<file path="src/rtl/bfb_pkg.sv">
package bfb_pkg;

  typedef enum logic [0:0] {
    SEQ_IDLE = 1'b0,
    SEQ_RUN  = 1'b1
  } seq_state_e;

  function automatic int idx_w(int n);
    return (n <= 1) ? 1 : $clog2(n);
  endfunction

endpackage

</file>
<file path="src/rtl/bfb_bunch_seq.sv">
module bfb_bunch_seq
  import bfb_pkg::*;
#(
  parameter int NUM_BUNCH = 3,
  parameter int CNT_W     = 12,
  parameter int BW        = 2
) (
  input  logic             clk_i,
  input  logic             rst_ni,
  input  logic             trig_i,
  input  logic             samp_vld_i,
  input  logic [CNT_W-1:0] first_ofs_i,
  input  logic [CNT_W-1:0] spacing_i,
  output logic             pick_o,
  output logic [BW-1:0]    bunch_o,
  output logic             last_o
);

  localparam int TW = CNT_W + BW + 1;

  seq_state_e       state_q;
  logic [TW-1:0]    cnt_q;
  logic [TW-1:0]    tgt_q;
  logic [CNT_W-1:0] spc_q;
  logic [BW-1:0]    bunch_q;

  assign bunch_o = bunch_q;
  assign last_o  = (bunch_q == BW'(NUM_BUNCH - 1));
  assign pick_o  = (state_q == SEQ_RUN) && samp_vld_i && !trig_i && (cnt_q == tgt_q);

  always_ff @(posedge clk_i or negedge rst_ni) begin
    if (!rst_ni) begin
      state_q <= SEQ_IDLE;
      cnt_q   <= '0;
      tgt_q   <= '0;
      spc_q   <= CNT_W'(1);
      bunch_q <= '0;
    end else if (trig_i) begin
      state_q <= SEQ_RUN;
      cnt_q   <= '0;
      tgt_q   <= TW'(first_ofs_i);
      spc_q   <= (spacing_i == '0) ? CNT_W'(1) : spacing_i;
      bunch_q <= '0;
    end else if (state_q == SEQ_RUN && samp_vld_i) begin
      cnt_q <= cnt_q + TW'(1);
      if (cnt_q == tgt_q) begin
        tgt_q <= tgt_q + TW'(spc_q);
        if (last_o) state_q <= SEQ_IDLE;
        else        bunch_q <= bunch_q + BW'(1);
      end
    end
  end

  AST_LAST_STOPS: assert property (@(posedge clk_i) disable iff (!rst_ni)
    (pick_o && last_o && !trig_i) |=> (state_q == SEQ_IDLE))
    else $error("last bunch did not end the train");

  AST_TRIG_RESTARTS: assert property (@(posedge clk_i) disable iff (!rst_ni)
    trig_i |=> (state_q == SEQ_RUN && bunch_q == '0 && cnt_q == '0))
    else $error("trigger did not restart selection");

endmodule

</file>
<file path="src/rtl/bfb_chan_corr.sv">
module bfb_chan_corr #(
  parameter int SAMP_W    = 14,
  parameter int GAIN_W    = 16,
  parameter int GAIN_FRAC = 12,
  parameter int DAC_W     = 14,
  parameter int NUM_BUNCH = 3,
  parameter int BW        = 2
) (
  input  logic                          clk_i,
  input  logic                          rst_ni,
  input  logic                          trig_i,
  input  logic                          loop_en_i,
  input  logic                          pick_i,
  input  logic [BW-1:0]                 bunch_i,
  input  logic                          last_i,
  input  logic signed [SAMP_W-1:0]      samp_i,
  input  logic signed [GAIN_W-1:0]      gain_i,
  output logic [NUM_BUNCH*SAMP_W-1:0]   pos_o,
  output logic signed [DAC_W-1:0]       dac_o
);

  localparam int PW = SAMP_W + GAIN_W;
  localparam int SW = ((PW > DAC_W) ? PW : DAC_W) + 1;
  localparam logic signed [SW-1:0] DAC_MAX = {{(SW-DAC_W+1){1'b0}}, {(DAC_W-1){1'b1}}};
  localparam logic signed [SW-1:0] DAC_MIN = {{(SW-DAC_W+1){1'b1}}, {(DAC_W-1){1'b0}}};

  // stage 1: captured position
  logic                     s1_vld_q, s1_last_q;
  logic signed [SAMP_W-1:0] s1_pos_q;
  // stage 2: gain product
  logic                     s2_vld_q, s2_last_q;
  logic signed [PW-1:0]     s2_prod_q;
  // stage 3: delay-loop accumulator, drives the DAC
  logic signed [DAC_W-1:0]  corr_q, corr_nxt;
  logic signed [PW-1:0]     scaled;
  logic signed [SW-1:0]     sum;

  generate
    for (genvar b = 0; b < NUM_BUNCH; b++) begin : g_pos
      logic [SAMP_W-1:0] pos_q;
      always_ff @(posedge clk_i or negedge rst_ni) begin
        if (!rst_ni)                                 pos_q <= '0;
        else if (pick_i && bunch_i == BW'(b))        pos_q <= samp_i;
      end
      assign pos_o[b*SAMP_W +: SAMP_W] = pos_q;
    end
  endgenerate

  always_ff @(posedge clk_i or negedge rst_ni) begin
    if (!rst_ni) begin
      s1_vld_q  <= 1'b0;
      s1_last_q <= 1'b0;
      s1_pos_q  <= '0;
      s2_vld_q  <= 1'b0;
      s2_last_q <= 1'b0;
      s2_prod_q <= '0;
    end else begin
      s1_vld_q  <= pick_i && !trig_i;
      s1_last_q <= last_i;
      if (pick_i) s1_pos_q <= samp_i;
      s2_vld_q  <= s1_vld_q && !trig_i;
      s2_last_q <= s1_last_q;
      if (s1_vld_q) s2_prod_q <= PW'(gain_i) * PW'(s1_pos_q);
    end
  end

  always_comb begin
    scaled = s2_prod_q >>> GAIN_FRAC;
    sum    = SW'(scaled) + SW'(corr_q);
    if (sum > DAC_MAX)      corr_nxt = DAC_MAX[DAC_W-1:0];
    else if (sum < DAC_MIN) corr_nxt = DAC_MIN[DAC_W-1:0];
    else                    corr_nxt = sum[DAC_W-1:0];
  end

  // trigger has priority over a coinciding update
  always_ff @(posedge clk_i or negedge rst_ni) begin
    if (!rst_ni)                    corr_q <= '0;
    else if (trig_i || !loop_en_i)  corr_q <= '0;
    else if (s2_vld_q)              corr_q <= s2_last_q ? '0 : corr_nxt;
  end

  assign dac_o = corr_q;

  AST_TRIG_CLEARS: assert property (@(posedge clk_i) disable iff (!rst_ni)
    trig_i |=> (dac_o == '0))
    else $error("trigger did not clear correction");

  AST_OPEN_LOOP_ZERO: assert property (@(posedge clk_i) disable iff (!rst_ni)
    !loop_en_i |=> (dac_o == '0))
    else $error("open loop drove a correction");

  AST_LAST_ZERO: assert property (@(posedge clk_i) disable iff (!rst_ni)
    (s2_vld_q && s2_last_q) |=> (dac_o == '0))
    else $error("correction not returned to zero");

  AST_HOLD: assert property (@(posedge clk_i) disable iff (!rst_ni)
    (!s2_vld_q && loop_en_i && !trig_i) |=> $stable(dac_o))
    else $error("correction moved between bunches");

  AST_FIRST_UNKICKED: assert property (@(posedge clk_i) disable iff (!rst_ni)
    (pick_i && bunch_i == '0) |-> (dac_o == '0))
    else $error("first bunch saw a kick");

endmodule

</file>
<file path="src/rtl/bfb_ctrl.sv">
module bfb_ctrl
  import bfb_pkg::*;
#(
  parameter int NUM_CH    = 2,
  parameter int NUM_BUNCH = 3,
  parameter int SAMP_W    = 14,
  parameter int GAIN_W    = 16,
  parameter int GAIN_FRAC = 12,
  parameter int DAC_W     = 14,
  parameter int CNT_W     = 12
) (
  input  logic                                 clk_i,
  input  logic                                 rst_ni,
  input  logic                                 trig_i,
  input  logic                                 samp_vld_i,
  input  logic [NUM_CH*SAMP_W-1:0]             samp_i,
  input  logic                                 loop_en_i,
  input  logic [NUM_CH*GAIN_W-1:0]             gain_i,
  input  logic [CNT_W-1:0]                     first_ofs_i,
  input  logic [CNT_W-1:0]                     spacing_i,
  output logic [NUM_CH*NUM_BUNCH*SAMP_W-1:0]   pos_o,
  output logic [NUM_CH*DAC_W-1:0]              dac_o
);

  localparam int BW    = idx_w(NUM_BUNCH);
  localparam int POS_W = NUM_BUNCH * SAMP_W;

  logic          pick_w;
  logic [BW-1:0] bunch_w;
  logic          last_w;

  bfb_bunch_seq #(
    .NUM_BUNCH (NUM_BUNCH),
    .CNT_W     (CNT_W),
    .BW        (BW)
  ) u_seq (
    .clk_i       (clk_i),
    .rst_ni      (rst_ni),
    .trig_i      (trig_i),
    .samp_vld_i  (samp_vld_i),
    .first_ofs_i (first_ofs_i),
    .spacing_i   (spacing_i),
    .pick_o      (pick_w),
    .bunch_o     (bunch_w),
    .last_o      (last_w)
  );

  generate
    for (genvar c = 0; c < NUM_CH; c++) begin : g_ch
      bfb_chan_corr #(
        .SAMP_W    (SAMP_W),
        .GAIN_W    (GAIN_W),
        .GAIN_FRAC (GAIN_FRAC),
        .DAC_W     (DAC_W),
        .NUM_BUNCH (NUM_BUNCH),
        .BW        (BW)
      ) u_chan (
        .clk_i     (clk_i),
        .rst_ni    (rst_ni),
        .trig_i    (trig_i),
        .loop_en_i (loop_en_i),
        .pick_i    (pick_w),
        .bunch_i   (bunch_w),
        .last_i    (last_w),
        .samp_i    (samp_i[c*SAMP_W +: SAMP_W]),
        .gain_i    (gain_i[c*GAIN_W +: GAIN_W]),
        .pos_o     (pos_o[c*POS_W +: POS_W]),
        .dac_o     (dac_o[c*DAC_W +: DAC_W])
      );

      AST_DAC_LATENCY: assert property (@(posedge clk_i) disable iff (!rst_ni)
        !$stable(dac_o[c*DAC_W +: DAC_W]) |->
          ($past(pick_w, 3) || $past(trig_i) || !$past(loop_en_i)))
        else $error("DAC word changed off the fixed latency");
    end
  endgenerate

endmodule

</file>
<file path="config.mk">
export PLATFORM = sky130hd
export DESIGN_NAME = bfb_ctrl
export DESIGN_NICKNAME = d
export VERILOG_FILES = /design/src/rtl/bfb_pkg.sv /design/src/rtl/bfb_bunch_seq.sv /design/src/rtl/bfb_chan_corr.sv /design/src/rtl/bfb_ctrl.sv
export SDC_FILE = /design/constraint.sdc
export NUM_CORES = 2
export LEC_CHECK = 0
export BUFFER_PORTS_ARGS = -buffer_cell sky130_fd_sc_hd__buf_2
export CAP_MARGIN = 25
export CORE_MARGIN = 2
export CORE_UTILIZATION = 58
export DETAILED_ROUTE_END_ITERATION = 12
export PLACE_DENSITY = 0.81
export SLEW_MARGIN = 20
export SYNTH_ARGS = -nofsm -noshare
export SYNTH_HDL_FRONTEND = slang
export SYNTH_SLANG_ARGS = --single-unit
</file>
<file path="constraint.sdc">
create_clock -name clk_i -period 16.3 [get_ports clk_i]
set_clock_uncertainty 0.05 [all_clocks]
set_input_delay 1.63 -clock clk_i [delete_from_list [all_inputs] [get_ports clk_i]]
set_output_delay 1.63 -clock clk_i [all_outputs]
set_load 0.01 [all_outputs]
</file>
Yosys cells after proc, flatten, opt, wreduce, memory -nomap -nowiden
Cells that the tools add are included.
{ "totals": {"reg_bits": 249, "inputBits": 89, "word_cells": 80} }
{ "classes": {"add_sub_neg": 5, "multipliers": 2, "order_cmp": 4, "n_eq_ne": 4, "muxes": 24, "n_reduce_logical": 20} }
{ "op_table": {"columns": ["operator", "n"], "rows": [
  ["$mux W14", 10],
  ["$mux W15", 5],
  ["$gt A31 B14 Y1 const B", 2],
  ["$lt A31 B14 Y1 const B", 2],
  ["$mul A16 B14 Y30", 2],
  ["$add A18 B14 Y19", 2],
  ["$add A15 B1 Y15 const B", 1],
  ["$add A15 B12 Y15", 1],
  ["$eq A15 B15 Y1", 1],
  ["$logic_not A12 Y1", 1],
  ["$mux W12", 1],
  ["$logic_and A1 B1 Y1", 8],
  ["$mux W2", 4],
  ["$reduce_bool A2 Y1", 4],
  ["$reduce_and A3 Y1", 2],
  ["$mux W1", 4],
  ["$add A2 B1 Y2 const B", 1],
  ["$eq A2 B1 Y1 const B", 1],
  ["$eq A2 B2 Y1 const B", 1],
  ["$logic_not A1 Y1", 2],
  ["$logic_not A2 Y1", 1],
  ["$ne A2 B2 Y1 const B", 1],
  ["$reduce_and A2 Y1", 1],
  ["$logic_or A1 B1 Y1", 1]
]} }

Longest topological paths before layout
{ "logic_depth": {"depth_word": 7, "depth_mapped": 24, "mapped_depth_nobuf": 23} }

Hierarchy
From an unflattened synthesis, not the netlist that was laid out.
{ "hier_totals": {"hier_cells": 2751, "hier_area_um2": 27737.9} }
{ "by_module_without_submodules": {"columns": ["mod", "n_inst", "cells_each", "area_per_inst_um2"], "rows": [
  ["bfb_chan_corr at g_ch[1].u_chan", 1, 1229, 12544.5],
  ["bfb_chan_corr at g_ch[0].u_chan", 1, 1229, 12428.2],
  ["bfb_bunch_seq", 1, 293, 2765.2]
]} }

Least setup slack after synthesis
Ideal clock, no wire load.
{ "synth_path": {"path_type": "input to register", "startpoint": "in gain_i[6]", "endpoint": "reg g_ch[0].u_chan.s2_prod_q[28]", "arrival_ns": 7.502, "required_ns": 16.125, "path_slack_ns": 8.623, "cell_stages": 24, "path_cell_list": "clkbuf_1 -> and2_1 -> fa_1 -> inv_1 -> fa_1 -> inv_1 -> fa_1 -> inv_1 -> fa_1 -> inv_1 -> fa_1 -> inv_1 -> fa_1 -> inv_1 -> ha_1 -> a21o_1 -> a21o_1 -> a221oi_4 -> o32ai_2 -> a2111oi_4 -> o31ai_1 -> a21oi_1 -> xnor2_1 -> mux2_2"} }
{ "synth_via": {"elab_chain_cells": 1} }
{ "synth_rtl": {"columns": ["item", "line", "text"], "rows": [
  ["start, declared", "bfb_ctrl.sv:18", "input logic [NUM_CH*GAIN_W-1:0] gain_i,"],
  ["$mul A16 B14 Y30", "bfb_chan_corr.sv:63", "if (s1_vld_q) s2_prod_q <= PW'(gain_i) * PW'(s1_pos_q);"],
  ["end signal, assigned", "bfb_chan_corr.sv:63", null],
  ["end, declared", "bfb_chan_corr.sv:32", "logic signed [PW-1:0] s2_prod_q;"]
]} }
Every way passes these cells.
A chain may end at the register's enable or synchronous reset.

Worst setup path in the final report
{ "layout_path": {"startpoint": "in gain_i[5]", "endpoint": "reg g_ch[0].u_chan.s2_prod_q[29]"} }
The elaborated chain is that of the path after synthesis.

==> flow_summary.yaml <==
run_status:
  outcome: "complete, no violations"
pwr:
  power_density_mw_per_mm2: 59.1
  vdd_ir_drop_max_v: 0.0000865
  power_mw: 1.76
  leakage_nw: 15.8
critical_path:
  cp_cell_sequence: "buf_2 -> and2_1 -> fa_1 -> inv_1 -> fa_1 -> inv_1 -> fa_1 -> inv_1 -> fa_1 -> inv_1 -> fa_1 -> inv_1 -> fa_1 -> inv_1 -> ha_1 -> a21o_1 -> a21o_1 -> a221oi_4 -> o32ai_2 -> a2111oi_4 -> nor3_2 -> a2111oi_2 -> xnor2_1 -> a21oi_1"
  cp-start-kind: "input port"
  critPathKind: "in2reg"
  arrival_ns: 8.00
  setup.worst_path.start: "gain_i[5]"
  reg2reg_setup_slack_ns: 9.21
  required_ns: 16.69
  rr_worst_depth: 23
  slowest_delay_ns: 0.53
  slowest_stage: "fa_1"
  r2r_end: "g_ch[0].u_chan.s2_prod_q[29]"
  regToRegStartpoint: "g_ch[0].u_chan.s1_pos_q[4]"
  cp-end-kind: "register"
  critPathMaxFanout: 14
place:
  pre_cts_slack_ns: 8.03
  port_buffers: 200
  gp_congestion: 0.877
  hpwl_mm: 50.6
  placed_cells: 3472
sta:
  grt_setup_unrepaired: "no"
  timing_hold_violations_final: 0
  worst_slack_ns: 8.69
  final.min_clock_period_ns: 7.61
  fmax_mhz: 131
  drv_slew: 0
  setup_violations: 0
  worst_pin_slew_ns: 1.03
  period_share: 0.467
  finalSetupTns_ns: 0
  slew_headroom: 0.309
finish:
  fill_cells: 3667
  final_common_cell: "inv_1"
  layout_common_cells: "inv_1 (522), fa_1 (439), nand2_1 (269)"
  nets: 3610
  fin_cells: 3524
  syn2layout_area_growth_pct: 8.76
  drive_gt1_frac: 0.145
global_route:
  grt.met1_usage: 0.326
  grtUsageMet2: 0.494
  grt_max_degree: 94
  grt_pass1_wl_mm: 109
  grt_usage: 0.271
  gr-total-overflow: 0
  grt_util_met3: 0.0360
  grt_pass1_vias: 22094
  grt_busiest_layer: "met2"
  antenna_found_initial: 3
clock_tree:
  clk_latency_ns: 0.58
  h-tree-depth: 1
  cts_tree: "built"
  root_buffer: "clkbuf_16"
  cts.clk_slew.worst_paths_ns: 0.08
  ctsResizeCount: 0
  cts.sinks: 225
  cts_made_buffers: 26
  post_cts_buffers: 0
  postCtsHoldBufs: 0
  clk_path_buf_depth: 3
synthesis:
  ys_types: 72
  postSynthAreaPerCell_um2: 9.92
  synth_edf_count: 0
  ys_warn_count: 0
  yosys_most_used_dff: "dfrtp_1"
  syn_inst: 2759
  async_flop_share: 1.00
  ys_seq_elements: 225
  netlist_area_mm2: 0.0274
  seq_area_frac_synth: 0.206
  syn-num-nets: 3475
floorplanning:
  dieWidth_um: 221
  io_pins: 201
  die_y_um: 221
  core_area_mm2: 0.0466
  rows: 79
  dieArea_mm2: 0.0489
  start_util: 0.588
detailed_routing:
  first_iter_violations: 1219
  drcViolationCount: 0
  drt_pass1_iterations: 6
  routed_wl_mm: 63.9
  drtAntennaViolNets: 0
  vias: 19881
  viasPerCell: 5.64
  routedWlPerCell_um: 18.1
job:
  cap_violations: 0
hold_path:
  hp-class: "reg2reg"
  worstHoldPathCells: 0
  hold_path_end: "g_ch[1].u_chan.s2_last_q"
  worstHoldStart: "g_ch[1].u_chan.s1_last_q"
## worst max-delay path, delay by kind of cell
family	cells	cell delay (ns)
fa+ha+maj	7	3.39
buf+inv	7	0.50
simple gates	2	0.32
xor+xnor	1	0.18
compound gates	7	1.97
## power by group
part | leakage (nW) | switching [mW] | internal (mW)
logic | 12.3 | 0.324 | 0.229
clock network | 0.442 | 0.257 | 0.355
registers | 3.02 | 0.0219 | 0.573
## how the worst max path moves through the flow
stage / end
floorplan: g_ch[0].u_chan.s2_prod_q[28]
global placement: g_ch[0].u_chan.s2_prod_q[28]
detailed placement: g_ch[0].u_chan.s2_prod_q[29]
CTS: g_ch[0].u_chan.s2_prod_q[29]
global route: g_ch[0].u_chan.s2_prod_q[28]
finish: g_ch[0].u_chan.s2_prod_q[29]
## cells by family after synthesis
| family | count (synthesis) | share of synthesized area |
|---|---|---|
| buffers and inverters | 625 | 0.0860 |
| DFF | 225 | 0.206 |
| adders and majority gates | 627 | 0.407 |
| AOI/OAI and AO/OA | 296 | 0.0722 |
| and+or+nand+nor | 722 | 0.131 |
| muxes | 147 | 0.0603 |
| xor gates and xnor gates | 117 | 0.0374 |
## registers in the layout (all words and copies together), names as in the netlist
signal	count
g_ch.u_chan.s2_vld_q	1
u_seq.cnt_q	15
g_ch.u_chan.dac_o	28
g_ch.u_chan.s1_vld_q	1
u_seq.tgt_q	15
g_ch.u_chan.s1_last_q	1
u_seq.bunch_o	2
g_ch.u_chan.g_pos.pos_q	84
u_seq.spc_q	12
u_seq.state_q	1
g_ch.u_chan.s2_prod_q	36
g_ch.u_chan.s1_pos_q	28
g_ch.u_chan.s2_last_q	1
## cell type report
cell class / count / area [um^2] / area share
Clock buffer: 34 / 741 / 0.0249
Sequential cell: 225 / 5630 / 0.189
Timing Repair Buffer: 210 / 1100 / 0.0369
Inverter: 522 / 1960 / 0.0658
Antenna cell: 3 / 7.51 / 0.000252
Tap cell: 607 / 759 / 0.0255
Clock inverter: 14 / 161 / 0.00542
Multi-Input combinational cell: 1909 / 19400 / 0.652
## routing by layer
layer	wire, um	part of all wire
met1	24500	0.38
met2	33500	0.53
met3	3350	0.052
met4	2500	0.039
met5	0	0
## through the flow
step / area (um^2) / hold WS (ns) / utilization
floorplan: 27400 / 0.281 / -
global placement: 28800 / 0.294 / 0.619
detailed placement: 28800 / 0.291 / 0.619
CTS: 29700 / 0.310 / 0.639
global route: 29800 / 0.322 / 0.639
finish: 29800 / 0.311 / 0.639
## cell usage after synthesis, types with 4 or more instances
cell / count / area, um^2
and2_1: 236 / 1480
o211a_1: 14 / 140
fa_1: 439 / 8790
xnor2_1: 67 / 587
or3_1: 9 / 56.3
xor2_1: 50 / 438
ha_1: 188 / 2350
o21a_1: 8 / 60.1
nand4_1: 13 / 81.3
a21o_1: 28 / 210
o31ai_1: 6 / 45.0
nor2_1: 94 / 353
buf_2: 6 / 30.0
inv_1: 522 / 1960
clkbuf_1: 91 / 342
mux2_2: 143 / 1610
o211ai_1: 6 / 45.0
o21ai_0: 57 / 285
nand2_1: 269 / 1010
nor2b_1: 8 / 50.1
a211oi_1: 12 / 90.1
nand2b_1: 15 / 93.8
nand3_1: 21 / 105
and3_1: 8 / 50.1
a22oi_1: 13 / 97.6
nor3b_1: 4 / 30.0
a21oi_1: 85 / 425
nor4_1: 12 / 75.1
a31oi_1: 23 / 144
mux2i_1: 4 / 40.0
or2_2: 5 / 31.3
dfrtp_1: 224 / 5610
nor3_1: 16 / 80.1
o21bai_1: 6 / 45.0
buf_1: 6 / 22.5
(Power assumes the default switching activity.)
